$ cat src/rtl/dsi_pkt_pkg.sv
package dsi_pkt_pkg;

    localparam int          FIELD_W   = 16;
    localparam logic [15:0] CRC_SEED  = 16'hFFFF;
    localparam logic [15:0] CRC_POLY  = 16'h8408;
    localparam int          HDR_BYTES = 4;
    localparam int          CRC_BYTES = 2;

    typedef enum logic [1:0] {
        ST_IDLE,
        ST_PAY,
        ST_CRC_LO,
        ST_CRC_HI
    } asm_st_e;

    typedef struct packed {
        asm_st_e              st;
        logic [15:0]          crc;
        logic [FIELD_W-1:0]   remain;
        logic [31:0]          lanes;
        logic [1:0]           idx;
        logic                 wvalid;
        logic [31:0]          wdata;
        logic                 wlast;
        logic [FIELD_W-1:0]   bytes;
        logic                 err;
    } asm_reg_t;

endpackage

$ cat src/rtl/dsi_hdr_ecc.sv
module dsi_hdr_ecc (
    input  logic [23:0] hdr_bits,
    output logic [7:0]  ecc_byte
);
    localparam int PAR_N = 6;

    // Each mask selects the header bits whose parity constant has bit k set.
    localparam logic [23:0] PAR_MASK [PAR_N] = '{
        24'hF12CB7,
        24'hF2555B,
        24'h749A6D,
        24'hB8E38E,
        24'hDF03F0,
        24'hEFFC00
    };

    logic [PAR_N-1:0] par;

    generate
        for (genvar k = 0; k < PAR_N; k++) begin : g_par
            assign par[k] = ^(hdr_bits & PAR_MASK[k]);
        end
    endgenerate

    assign ecc_byte = {2'b00, par};

endmodule

$ cat src/rtl/dsi_crc16_step.sv
module dsi_crc16_step
    import dsi_pkt_pkg::*;
(
    input  logic [15:0] crc_in,
    input  logic [7:0]  data_in,
    output logic [15:0] crc_out
);
    logic [15:0] acc;
    logic [7:0]  sh;

    always_comb begin
        acc = crc_in;
        sh  = data_in;
        for (int b = 0; b < 8; b++) begin
            if (acc[0] ^ sh[0]) acc = (acc >> 1) ^ CRC_POLY;
            else                acc = acc >> 1;
            sh = sh >> 1;
        end
        crc_out = acc;
    end

endmodule

$ cat src/rtl/dsi_lane_insert.sv
module dsi_lane_insert #(
    parameter int LANES = 4
) (
    input  logic [8*LANES-1:0]         lanes_in,
    input  logic [$clog2(LANES)-1:0]   slot,
    input  logic [7:0]                 byte_in,
    output logic [8*LANES-1:0]         lanes_out
);
    generate
        for (genvar l = 0; l < LANES; l++) begin : g_lane
            assign lanes_out[8*l +: 8] = (slot == l[$clog2(LANES)-1:0])
                                         ? byte_in : lanes_in[8*l +: 8];
        end
    endgenerate

endmodule

$ cat src/rtl/dsi_pkt_asm.sv
module dsi_pkt_asm
    import dsi_pkt_pkg::*;
#(
    parameter int MAX_WORDS = 8
) (
    input  logic        clk,
    input  logic        rst_n,
    input  logic        cmd_valid,
    output logic        cmd_ready,
    input  logic [1:0]  cmd_vc,
    input  logic [5:0]  cmd_dt,
    input  logic        cmd_long,
    input  logic [15:0] cmd_wc,
    input  logic        pay_valid,
    output logic        pay_ready,
    input  logic [7:0]  pay_data,
    output logic        word_valid,
    output logic [31:0] word_data,
    output logic        word_last,
    output logic [15:0] pkt_bytes,
    output logic        pkt_err
);
    localparam int MAX_PAY   = 4 * MAX_WORDS - HDR_BYTES - CRC_BYTES;
    localparam int OVERHEAD  = HDR_BYTES + CRC_BYTES;

    localparam asm_reg_t RST_VAL = '{
        st:     ST_IDLE,
        crc:    CRC_SEED,
        remain: '0,
        lanes:  '0,
        idx:    '0,
        wvalid: 1'b0,
        wdata:  '0,
        wlast:  1'b0,
        bytes:  '0,
        err:    1'b0
    };

    asm_reg_t q, d;

    logic [23:0] hdr_bits;
    logic [7:0]  hdr_ecc;
    logic [15:0] crc_next;
    logic [7:0]  ins_byte;
    logic [31:0] lanes_ins;
    logic        too_long;

    assign hdr_bits = {cmd_wc, cmd_vc, cmd_dt};
    assign too_long = cmd_long && (32'(cmd_wc) > MAX_PAY);

    dsi_hdr_ecc u_ecc (
        .hdr_bits (hdr_bits),
        .ecc_byte (hdr_ecc)
    );

    dsi_crc16_step u_crc (
        .crc_in  (q.crc),
        .data_in (pay_data),
        .crc_out (crc_next)
    );

    always_comb begin
        case (q.st)
            ST_CRC_LO: ins_byte = q.crc[7:0];
            ST_CRC_HI: ins_byte = q.crc[15:8];
            default:   ins_byte = pay_data;
        endcase
    end

    dsi_lane_insert #(.LANES(4)) u_ins (
        .lanes_in  (q.lanes),
        .slot      (q.idx),
        .byte_in   (ins_byte),
        .lanes_out (lanes_ins)
    );

    always_comb begin
        d        = q;
        d.wvalid = 1'b0;
        d.wlast  = 1'b0;
        d.err    = 1'b0;

        unique case (q.st)
            ST_IDLE: begin
                if (cmd_valid) begin
                    if (too_long) begin
                        d.err = 1'b1;
                    end else begin
                        d.wvalid = 1'b1;
                        d.wdata  = {hdr_ecc, hdr_bits};
                        d.crc    = CRC_SEED;
                        d.lanes  = '0;
                        d.idx    = '0;
                        d.remain = cmd_wc;
                        if (!cmd_long) begin
                            d.wlast = 1'b1;
                            d.bytes = 16'(HDR_BYTES);
                        end else begin
                            d.bytes = cmd_wc + 16'(OVERHEAD);
                            d.st    = (cmd_wc == '0) ? ST_CRC_LO : ST_PAY;
                        end
                    end
                end
            end

            ST_PAY: begin
                if (pay_valid) begin
                    d.crc    = crc_next;
                    d.idx    = q.idx + 2'd1;
                    d.remain = q.remain - 16'd1;
                    if (q.idx == 2'd3) begin
                        d.wvalid = 1'b1;
                        d.wdata  = lanes_ins;
                        d.lanes  = '0;
                    end else begin
                        d.lanes  = lanes_ins;
                    end
                    if (q.remain == 16'd1) d.st = ST_CRC_LO;
                end
            end

            ST_CRC_LO: begin
                d.idx = q.idx + 2'd1;
                d.st  = ST_CRC_HI;
                if (q.idx == 2'd3) begin
                    d.wvalid = 1'b1;
                    d.wdata  = lanes_ins;
                    d.lanes  = '0;
                end else begin
                    d.lanes  = lanes_ins;
                end
            end

            ST_CRC_HI: begin
                d.wvalid = 1'b1;
                d.wlast  = 1'b1;
                d.wdata  = lanes_ins;
                d.lanes  = '0;
                d.idx    = '0;
                d.st     = ST_IDLE;
            end

            default: d = RST_VAL;
        endcase
    end

    always_ff @(posedge clk or negedge rst_n) begin
        if (!rst_n) q <= RST_VAL;
        else        q <= d;
    end

    assign cmd_ready  = (q.st == ST_IDLE);
    assign pay_ready  = (q.st == ST_PAY);
    assign word_valid = q.wvalid;
    assign word_data  = q.wdata;
    assign word_last  = q.wlast;
    assign pkt_bytes  = q.bytes;
    assign pkt_err    = q.err;

endmodule

$ cat config.mk
export PLATFORM = sky130hd
export DESIGN_NAME = dsi_pkt_asm
export DESIGN_NICKNAME = d
export VERILOG_FILES = /design/src/rtl/dsi_pkt_pkg.sv /design/src/rtl/dsi_hdr_ecc.sv /design/src/rtl/dsi_crc16_step.sv /design/src/rtl/dsi_lane_insert.sv /design/src/rtl/dsi_pkt_asm.sv
export SDC_FILE = /design/constraint.sdc
export NUM_CORES = 1
export LEC_CHECK = 0
export ABC_AREA = 1
export BUFFER_PORTS_ARGS = -buffer_cell sky130_fd_sc_hd__buf_2
export CORE_ASPECT_RATIO = 0.8
export CORE_MARGIN = 3
export CORE_UTILIZATION = 64
export CTS_BUF_LIST = sky130_fd_sc_hd__clkbuf_16
export DETAILED_ROUTE_END_ITERATION = 8
export PLACE_DENSITY = 0.91
export SYNTH_ARGS = -nofsm -noshare
export SYNTH_HDL_FRONTEND = slang
export SYNTH_SLANG_ARGS = --single-unit
$ cat constraint.sdc
create_clock -name clk -period 3.9 [get_ports clk]
set_input_delay 0.195 -clock clk [delete_from_list [all_inputs] [get_ports clk]]
set_output_delay 0.195 -clock clk [all_outputs]
set_load 0.005 [all_outputs]
==> impl_results.md, run 1 <==
- FF-to-FF setup slack: 1.18 ns
- Synth area leader: dfrtp_1
- Main synth FF type: dfrtp_1
- Post_cts resized: 0
- Slew margin rel.: 47.1%
- Crit start category: register
- Synth Instances: 1115
- Kind of critical path: reg -> reg
- Drt wl/cell: 16.7 um
- Outcome: completed
- Main area contributors after synthesis: dfrtp_1, nand2_1, o21ai_0, dfstp_2, inv_1
- Postcts setup bufs: 0
- Pins Over Slew Limit: 0
- Final core utilization: 72.6%
- DRC viols: 0
- Global route overflow: 0
- Worst path bufs/invs: 3
- Layout cells sized above 1: 14.5%
- Critical path capture point type: register
- Leak: 4.58 nW
- Core Region: 0.0123 mm^2
- Io pins: 90
- Global-route wire length before repair: 36.3 mm
- Die X: 132 um
- Cell mode on critical path: nand2_1
- Setup Viol. Count Final: 0
- Root Driver: clkbuf_16
- Yosys cell types: 39
- Later-pin clock latency in the skew report: 0.42 ns
- Period Utilization, post-route: 69.7%
- TritonCTS clock tree: built
- Yosys reg bits: 119
- IO Port Bufs: 89
- FP Rows: 36
- Peak VDD IR: 375 uV
- HP Class: in -> reg
- Setup Skew: 0.00579 ns
- Design Power: 6.00 mW
- Share of the synthesized area in the top cell type: 32.0%
- F_max: 368 MHz
- Ant. Diodes: 0
- Final #Nets: 1215
- Least-Margin Pin Slew: 0.792 ns
- Top delay family on crit path: buffers and inverters
- GRT Resource Usage Total: 32.4%
- Die Y: 106 um
- Max-cap violation count: 0
- Setup TNS: 0 ns
- Critical Path Fanout Max: 24
- HPWL Detailed: 15.8 mm
- Largest net degree at the start of global routing: 55
- Initial antenna violation count: 0
- GPL Wtd Cong: 0.982
- Slowest stage delay, CP: 0.40 ns
- Post-synthesis cell area: 0.00807 mm^2
- Total wire length: 22.2 mm
- Clk slew on worst S/H paths: 0.06 ns
- Hold_buf cts: 1
- Inserted Clock Buffers: 17
- Arrival time worst endpoint: 3.07 ns
- Crit-path cells: inv_1 -> ha_1 -> nand2_1 -> a21oi_4 -> nand2_2 -> inv_2 -> nor2_4 -> inv_2 -> nand2_1 -> nand2_1
- Pwr dens: 675 mW/mm^2
- H-Tree Depth: 4
- Post-synth EDFFs: 0
- FFs w/ async S/R, synth: 100%
- Worst Path Required: 4.25 ns
- DRT iter0 DRCs: 969
- Via count: 7801
- Sequential fraction of the synthesis area: 37.2%
- Syn-to-layout area delta: 10.3%
- Clock tree sinks: 119
- Syn Nets: 1183
- Highest-delay cell along the critical path: dfrtp_1
- RSZ-0062 raised after global routing: no
- Final Critical Period: 2.72 ns
- DR pass1 iterations: 5
- Die area: 0.0140 mm^2
- Hold Vio Cnt, Final: 0
- Yosys warnings: 0
- Post-DRT Antenna Nets: 0
- Via density: 5.86
- Avg Cell Area, Syn: 7.23 um^2
- Vias in the first global route: 7275
- Starting Density: 65.8%
- CTS Buffer Depth: 2
-- power breakdown --
| part | switching [mW] | total (mW) | internal [mW] | leakage (nW) |
|---|---|---|---|---|
| combinational | 1.66 | 2.41 | 0.751 | 2.72 |
| clock | 0.615 | 1.75 | 1.14 | 0.308 |
| sequential | 0.232 | 1.85 | 1.61 | 1.56 |
| total | 2.50 | 6.00 | 3.50 | 4.58 |
-- path summary, 6_finish.rpt --
path / from / endpoint / cells after the start
min: cmd_wc[1] / pkt_bytes[1] / 2
max: q[118] / word_data[22] / 10
min in group asynchronous: rst_n / word_data[14] / 2
max in group asynchronous: rst_n / word_data[25] / 3
min reg2reg: word_data[13] / word_data[13] / 2
max reg2reg: q[118] / word_data[22] / 10
-- area by class of cell --
| class | count | area (um^2) |
|---|---|---|
| clock inverter | 15 | 225 |
| fill | 893 | 3350 |
| inverter | 121 | 454 |
| sequential | 119 | 3000 |
| multi-input combinational | 790 | 4070 |
| tap | 171 | 214 |
| timing repair buffer | 98 | 518 |
| clock buffer | 17 | 425 |
-- synth_stat cells, types with 2 or more instances --
cell type	instances
xnor2_1	25
inv_2	11
dfrtp_1	103
nor3_1	5
inv_1	110
mux2i_1	8
buf_2	18
dfstp_2	16
nand3_2	2
clkbuf_1	12
o31ai_1	15
buf_4	51
o22ai_1	13
ha_1	31
o21ai_0	104
a21oi_1	22
nand4_1	8
nand3_1	72
o221ai_1	2
nor2_4	2
nand2_2	2
nand2_1	342
buf_6	2
nor2_1	67
nand3b_1	2
xor2_1	24
o21ai_1	32
a21oi_4	3
-- stage by stage --
| stage | cell area, um^2 | setup WS, ns | hold WS (ns) | std cells |
|---|---|---|---|---|
| floorplan | 8070 | 2.06 | -0.101 | 1115 |
| global placement | 8240 | 1.33 | 0.276 | 1298 |
| detailed placement | 8240 | 1.22 | 0.280 | 1298 |
| CTS | 8900 | 1.25 | 0.0701 | 1331 |
| global route | 8900 | 1.00 | 0.0841 | 1331 |
| finish | 8900 | 1.18 | 0.0753 | 1331 |
-- cell usage in the layout, fill, tap and decap left out, drive strengths merged, types with 3 or more instances in the layout --
master	instances
a21oi	25
buf	97
bufinv	5
clkbuf	17
clkinv	4
clkinvlp	3
dfrtp	103
dfstp	16
ha	31
inv	124
mux2i	8
nand2	345
nand3	74
nand4	8
nor2	70
nor3	6
o21ai	136
o22ai	13
o31ai	15
xnor2	25
xor2	24
-- logic make-up (layout without fill, tap and decap cells) --
family,Yosys count,after routing,synth area share (%)
xor gates and xnor gates,49,49,5.32
buffers and inverters,206,251,12.4
AOI/OAI and AO/OA,194,194,13.3
muxes,8,8,0.993
and+or+nand+nor,508,508,26.0
DFF,119,119,37.2
adders and majority gates,31,31,4.81
-- registers in the layout, summed over array words and instances (netlist names) --
signal and flops:
pkt_bytes 16, pkt_err 1, q 68, word_data 32
word_last 1, word_valid 1
-- worst reg2reg max path, cell delays in order (launching register included) --
cell and delay (ns):
dfrtp_1 0.40, inv_1 0.12, ha_1 0.27, nand2_1 0.14, a21oi_4 0.36, nand2_2 0.31
inv_2 0.35, nor2_4 0.12, inv_2 0.35, nand2_1 0.13, nand2_1 0.10
-- routing by layer --
layer	part of all wire (%)	global-route usage [%]	routed length [um]
met5	0	0	0
met4	3.3	11.8	730
met2	45	50.8	9930
met1	40	43.1	8990
met3	12	9.32	2560
No activity file was read; power rests on OpenSTA's default activity.
==> run 2: changes to the inputs <==
Settings changed: ABC_AREA 1 to 0, CORE_UTILIZATION 64 to 60, PLACE_DENSITY 0.91 to 0.87.
Clock period 3.9 ns to 2.6 ns, I/O delays scaled along.
==> run 2 against run 1 <==
Critical path depth shrank 2. Setup slack lost 0.96 ns. Clock power rose by 36%. Critical endpoint is now word_data[16].
==> impl_results.md, run 2 <==
- DRT iter0 DRCs: 1032 (+6.5%)
- Post-synthesis cell area: 0.00794 mm^2 (-1.5%)
- Via density: 6.88 (+17%)
- Syn Nets: 880 (-26%)
- Peak VDD IR: 571 uV (+52%)
- Arrival time worst endpoint: 2.74 ns (-0.33 ns)
- Setup Skew: 0.00889 ns (+0.00310 ns)
- Min setup slack post-route: 0.221 ns (-0.961 ns)
- Global route overflow: 0 (unchanged)
- Max reg flops: 68 (unchanged)
- Placement Setup Slack: 0.133 ns (-1.08 ns)
- Main area contributors after synthesis: dfrtp_1, a32o_1, dfstp_2, xnor2_1, ha_1
- Post-DRT Antenna Nets: 0 (unchanged)
- Drt wl/cell: 23.2 um (+39%)
- F_max: 420 MHz (+14%)
- Starting Density: 63.2% (-2.6 points)
- Final cell area excluding filler cells: 0.00892 mm^2 (+0.24%)
- Io pins: 90 (unchanged)
- Post-synth EDFFs: 0 (unchanged)
- Post-synth top cells: dfrtp_1, nor2_1, a32o_1, buf_4, xnor2_1
- Total wire length: 24.0 mm (+8.3%)
- TritonCTS clock tree: built
- Root Driver: clkbuf_16
- Share of the synthesized area in the top cell type: 32.5% (+0.50 points)
- DRC viols: 0 (unchanged)
- HP Class: in -> reg
- Commonest non-fill, non-tap cell in the layout: dfrtp_1
- Die X: 135 um (+2.4%)
- Setup Viol. Count Final: 0 (unchanged)
- Die area: 0.0147 mm^2 (+4.8%)
- Outcome: completed
- Avg Cell Area, Syn: 9.78 um^2 (+35%)
- Largest reg by FF count: q
- RSZ-0062 raised after global routing: no
- Largest net degree at the start of global routing: 72 (+31%)
- Crit start category: register
- Critical Path Fanout Max: 24 (unchanged)
- Commonest cells after routing, fill and taps aside: dfrtp_1, buf_2, nor2_1
- Leak: 4.02 nW (-12%)
- Vias in the first global route: 6650 (-8.6%)
- Pwr dens: 1050 mW/mm^2 (+56%)
- Fill cell count: 889 (-0.45%)
- Clock tree sinks: 119 (unchanged)
- Yosys warnings: 0 (unchanged)
- Synth area leader: dfrtp_1
- FP Rows: 36 (unchanged)
- Kind of critical path: reg -> reg
- Slowest stage delay, CP: 0.40 ns (about the same)
- Period Utilization, post-route: 91.5% (+22 points)
- Clk slew on worst S/H paths: 0.06 ns (about the same)
- Final Critical Period: 2.38 ns (-0.339 ns)
- Setup TNS: 0 ns (unchanged)
- Hold Vio Cnt, Final: 0 (unchanged)
- Yosys reg bits: 119 (unchanged)
- Highest-delay cell along the critical path: dfrtp_1
- IO Port Bufs: 89 (unchanged)
- FFs w/ async S/R, synth: 100% (unchanged)
- CTS Buffer Depth: 2 (unchanged)
- Worst Path Required: 2.96 ns (-1.29 ns)
- Layout cells sized above 1: 24.0% (+9.5 points)
- HPWL Detailed: 16.9 mm (+7.3%)
- Ant. Diodes: 0 (unchanged)
- Slew margin rel.: 20.5% (-27 points)
- Design Power: 9.38 mW (+56%)
- Synth Instances: 812 (-27%)
- Crit-path cells: inv_1 -> ha_2 -> a21o_1 -> nand2_1 -> nor2_1 -> nand3b_1 -> buf_4 -> a22o_1
- Main synth FF type: dfrtp_1
- Syn-to-layout area delta: 12.3%
- Most numerous cell in the Yosys netlist: dfrtp_1
- GPL Wtd Cong: 1.05 (+6.6%)
- Critical path capture point type: register
- DR pass1 iterations: 8 (+3)
- Area post-placement: 0.00830 mm^2 (+0.77%)
- Sequential fraction of the synthesis area: 37.7% (+0.58 points)
- Later-pin clock latency in the skew report: 0.43 ns (about the same)
- Initial antenna violation count: 0 (unchanged)
- Max-cap violation count: 0 (unchanged)
- Least-Margin Pin Slew: 1.19 ns (+0.396 ns)
- Final core utilization: 71.0% (-1.7 points)
- Die Y: 109 um (+2.3%)
- Inserted Clock Buffers: 17 (unchanged)
- Global-route wire length before repair: 37.7 mm (+3.9%)
- Final #Nets: 919 (-24%)
- Yosys cell types: 64 (+64%)
- Pins Over Slew Limit: 0 (unchanged)
- Via count: 7119 (-8.7%)
- GRT Resource Usage Total: 33.3% (+0.90 points)
- Core Region: 0.0126 mm^2 (+2.6%)
- H-Tree Depth: 4 (unchanged)
run 2: cells by family (layout without fill, tap and decap cells):
group                    after synthesis  count (layout)  synth area share [%]
flip-flops                           119             119                  37.7
AND/OR/NAND/NOR                      161             161                  10.1
multiplexers                          23              23                  3.18
buffers and inverters                138             190                  9.36
AO/OA/AOI/OAI                        268             268                  25.3
XOR/XNOR                              72              72                  9.51
adder cells (fa/ha/maj)               31              31                  4.88
run 2: worst paths after layout:
path                            start       endpoint  slack (ns)  depth (start not counted)
hold reg to reg                 q[56]          q[56]        0.49                          1
hold / removal             cmd_wc[15]         q[100]        0.11                          3
min in group asynchronous       rst_n          q[91]        0.26                          2
setup reg to reg               q[117]  word_data[16]        0.22                          8
setup / recovery               q[117]  word_data[16]        0.22                          8
max in group asynchronous       rst_n         q[106]        1.50                          3
run 2: layer usage:
| layer | global-route usage (%) | up-vias | share of wire [%] |
|---|---|---|---|
| met5 | 0 | - | 0 |
| met4 | 14.2 | 0 | 3.9 |
| met3 | 8.90 | 91 | 12 |
| li1 | - | 3044 | - |
| met2 | 51.6 | 532 | 45 |
| met1 | 44.5 | 3452 | 39 |
run 2: per-stage QoR:
stage,std cells,hold slack (ns)
detailed placement,1001,0.191
CTS,1035,0.0896
floorplan,812,-0.166
global route,1035,0.120
global placement,1001,0.171
finish,1035,0.112
run 2: final cells by class:
cell class              count  area [um^2]  area share (%)
multi-input cells         555         4210            47.2
clock inverters            15          161            1.81
repair buffers            128          796            8.92
clock buffers              17          425            4.77
flip-flops and latches    119         3000            33.6
inverters                  30          116            1.30
well taps                 171          214            2.40
run 2: worst max-delay path: cells and delay by family (launching register included):
family / cells / cell delay (ns)
and+or+nand+nor: 3 / 0.60
buffers and inverters: 2 / 0.41
AOI/OAI and AO/OA: 2 / 0.50
DFF: 1 / 0.40
adders and majority gates: 1 / 0.40
run 2: timing repair:
| action | 4_1_cts | 5_1_grt |
|---|---|---|
| endpoints found under the setup margin | 0 | 43 |
| gates resized for setup | 0 | 4 |
| setup buffers | 0 | 0 |
| hold buffers | 2 | 0 |
| endpoints found under the hold margin | 49 | 0 |
run 2: report_power, final:
part	internal, mW	switching (mW)	leakage, nW
Clock	1.49	0.893	0.287
Sequential	2.45	0.444	1.55
Combinational	1.69	2.42	2.18
Total	5.62	3.75	4.02
==> run 3: changes to the inputs <==
Settings changed: CORE_ASPECT_RATIO 0.8 to 1.2.
Clock period 2.6 ns to 2.19 ns, I/O delays scaled along.
==> run 3 against run 2 <==
Clock power increased by 16%. Design area grew 5.7%. Global-route usage is 0.60 points lower. Largest power group unchanged. Sequential power grew 19%. Non-clock buffer count rose by 50. Highest routed layer unchanged. Critical path depth shrank 1. Flip-flop and latch count unchanged.
==> impl_results.md, run 3 (synthesis results as in run 2) <==
- Outcome: completed
- Final Critical Period: 2.15 ns (-0.224 ns)
- Inserted Clock Buffers: 17 (unchanged)
- Layout cells sized above 1: 30.0% (+6.0 points)
- Setup Skew: 0.00773 ns (-0.00116 ns)
- FP Rows: 45 (+25%)
- Placed cell count: 1042 (+4.1%)
- Die X: 111 um (-18%)
- Critical Path Fanout Max: 5 (-79%)
- Total wire length: 24.5 mm (+1.8%)
- Via count: 7303 (+2.6%)
- Worst reg2reg path endpoint: word_data[18]
- Peak VDD IR: 662 uV (+16%)
- H-Tree Depth: 4 (unchanged)
- Arrival time worst endpoint: 2.46 ns (-0.28 ns)
- Later-pin clock latency in the skew report: 0.42 ns (about the same)
- Final cell area excluding filler cells: 0.00943 mm^2 (+5.7%)
- Area post-placement: 0.00869 mm^2 (+4.7%)
- Ant. Diodes: 0 (unchanged)
- Period Utilization, post-route: 98.4% (+6.9 points)
- Clk slew on worst S/H paths: 0.06 ns (about the same)
- Design Power: 11.4 mW (+22%)
- Drt wl/cell: 22.7 um (-2.2%)
- Cell mode on critical path: a22o_1
- Starting Density: 62.1% (-1.1 points)
- Slowest stage delay, CP: 0.44 ns (+0.04 ns)
- Core Region: 0.0128 mm^2 (+1.7%)
- Hold Vio Cnt, Final: 0 (unchanged)
- Critical path capture point type: register
- Max-cap violation count: 0 (unchanged)
- DRC viols: 0 (unchanged)
- TritonCTS clock tree: built
- Top delay family on crit path: compound AO/OA/AOI/OAI gates
- F_max: 464 MHz (+10%)
- Worst Path Required: 2.50 ns (-0.46 ns)
- Highest-delay cell along the critical path: dfrtp_1
- Crit-path cells: ha_1 -> buf_4 -> a22o_1 -> nor2_2 -> a21oi_1 -> a32o_1 -> a22o_1
- Commonest cells after routing, fill and taps aside: dfrtp_1, buf_2, buf_4
- Crit start category: register
- Leak: 4.33 nW (+7.7%)
- Slew margin rel.: 42.7% (+22 points)
- Clock tree sinks: 119 (unchanged)
- Die Y: 132 um (+21%)
- Largest reg by FF count: q
- Initial antenna violation count: 0 (unchanged)
- DRT iter0 DRCs: 883 (-14%)
- Pwr dens: 1210 mW/mm^2 (+15%)
- Fill cell count: 831 (-6.5%)
- Io pins: 90 (unchanged)
- WHS Endpoint: pkt_bytes[0]
- Die area: 0.0147 mm^2 (about the same)
- GRT Resource Usage Total: 32.7% (-0.60 points)
- DR pass1 iterations: 7 (-1)
- Global route overflow: 0 (unchanged)
- Post-DRT Antenna Nets: 0 (unchanged)
- CTS Buffer Depth: 2 (unchanged)
- IO Port Bufs: 89 (unchanged)
- Kind of critical path: reg -> reg
- Via density: 6.77 (-1.5%)
- Max reg flops: 68 (unchanged)
- HP Class: in -> reg
- Least-Margin Pin Slew: 0.855 ns (-0.333 ns)
- Final core utilization: 73.8% (+2.8 points)
- Hold path startpoint: cmd_wc[0]
- Commonest non-fill, non-tap cell in the layout: dfrtp_1
- Final #Nets: 969 (+5.4%)
- Root Driver: clkbuf_16
- Setup Viol. Count Final: 0 (unchanged)
- Final cell count without fillers: 1078 (+4.2%)
- Worst path bufs/invs: 1 (-1)
- Pins Over Slew Limit: 0 (unchanged)
- FF-to-FF setup slack: 0.04 ns (-0.19 ns)
- Vias in the first global route: 7034 (+5.8%)
- Worst R2R Path Depth: 7 (-1)
- Largest net degree at the start of global routing: 51 (-29%)
- R2r startpoint: q[118]
- Hold path depth: 3 (unchanged)
- GPL Wtd Cong: 1.06 (+1.1%)
- HPWL Detailed: 17.2 mm (+1.8%)
- Syn-to-layout area delta: 18.8%
- Global-route wire length before repair: 38.0 mm (+0.71%)
-- run 3: worst max-delay path by stage --
stage,startpoint,end,slack [ns],cells after the start
after floorplan,q[118],word_data[10],0.16,9
after global placement,cmd_wc[2],q[92],-0.11,10
after detailed placement,cmd_wc[2],q[76],-0.21,8
after CTS,q[117],q[61],0.02,7
after global routing,q[118],q[113],-0.03,9
final,q[118],word_data[18],0.04,7
-- run 3: area by class of cell --
type | instances | area (um^2) | area share [%]
clock inverters | 15 | 153 | 1.62
inverters | 30 | 113 | 1.19
flip-flops and latches | 119 | 3000 | 31.8
multi-input cells | 555 | 4280 | 45.4
repair buffers | 178 | 1260 | 13.3
well taps | 164 | 205 | 2.18
clock buffers | 17 | 425 | 4.51
-- run 3: worst register-to-register path: cells and delay by family, from the launching register on --
| kind | cells | cell delay (ns) |
|---|---|---|
| compound gates | 4 | 0.90 |
| simple gates | 1 | 0.23 |
| buf+inv | 1 | 0.19 |
| flops | 1 | 0.44 |
| fa+ha+maj | 1 | 0.28 |
-- run 3: through the flow --
| stage | worst slack [ns] | hold slack, ns | TNS (ns) |
|---|---|---|---|
| after detailed placement | -0.210 | 0.0969 | -10.93 |
| after global routing | -0.0313 | 0.0731 | -0.355 |
| after global placement | -0.114 | 0.0987 | -4.09 |
| after floorplan | 0.156 | -0.186 | 0 |
| after CTS | 0.0238 | 0.0360 | 0 |
| final | 0.0351 | 0.0423 | 0 |
-- run 3: repair_timing --
item / 4_1_cts / 5_1_grt
hold buffers: 2 / 0
buffers inserted: 0 / 0
setup endpoints to repair: 28 / 88
gates resized for setup: 5 / 19
pin swaps: 0 / 0
endpoints found under the hold margin: 32 / 0
gates cloned: 0 / 2
-- run 3: power by group --
group	switching (mW)	leakage [nW]	internal [mW]
registers	0.529	1.55	2.90
clock network	1.09	0.289	1.68
logic	2.92	2.49	2.32
-- run 3: metal layers --
metal	up-vias	GRT usage [%]	wire (um)
met5	-	0	0
met4	0	17.6	1480
met3	116	7.39	2370
met2	497	54.3	11800
met1	3539	39.6	8870
li1	3151	-	-
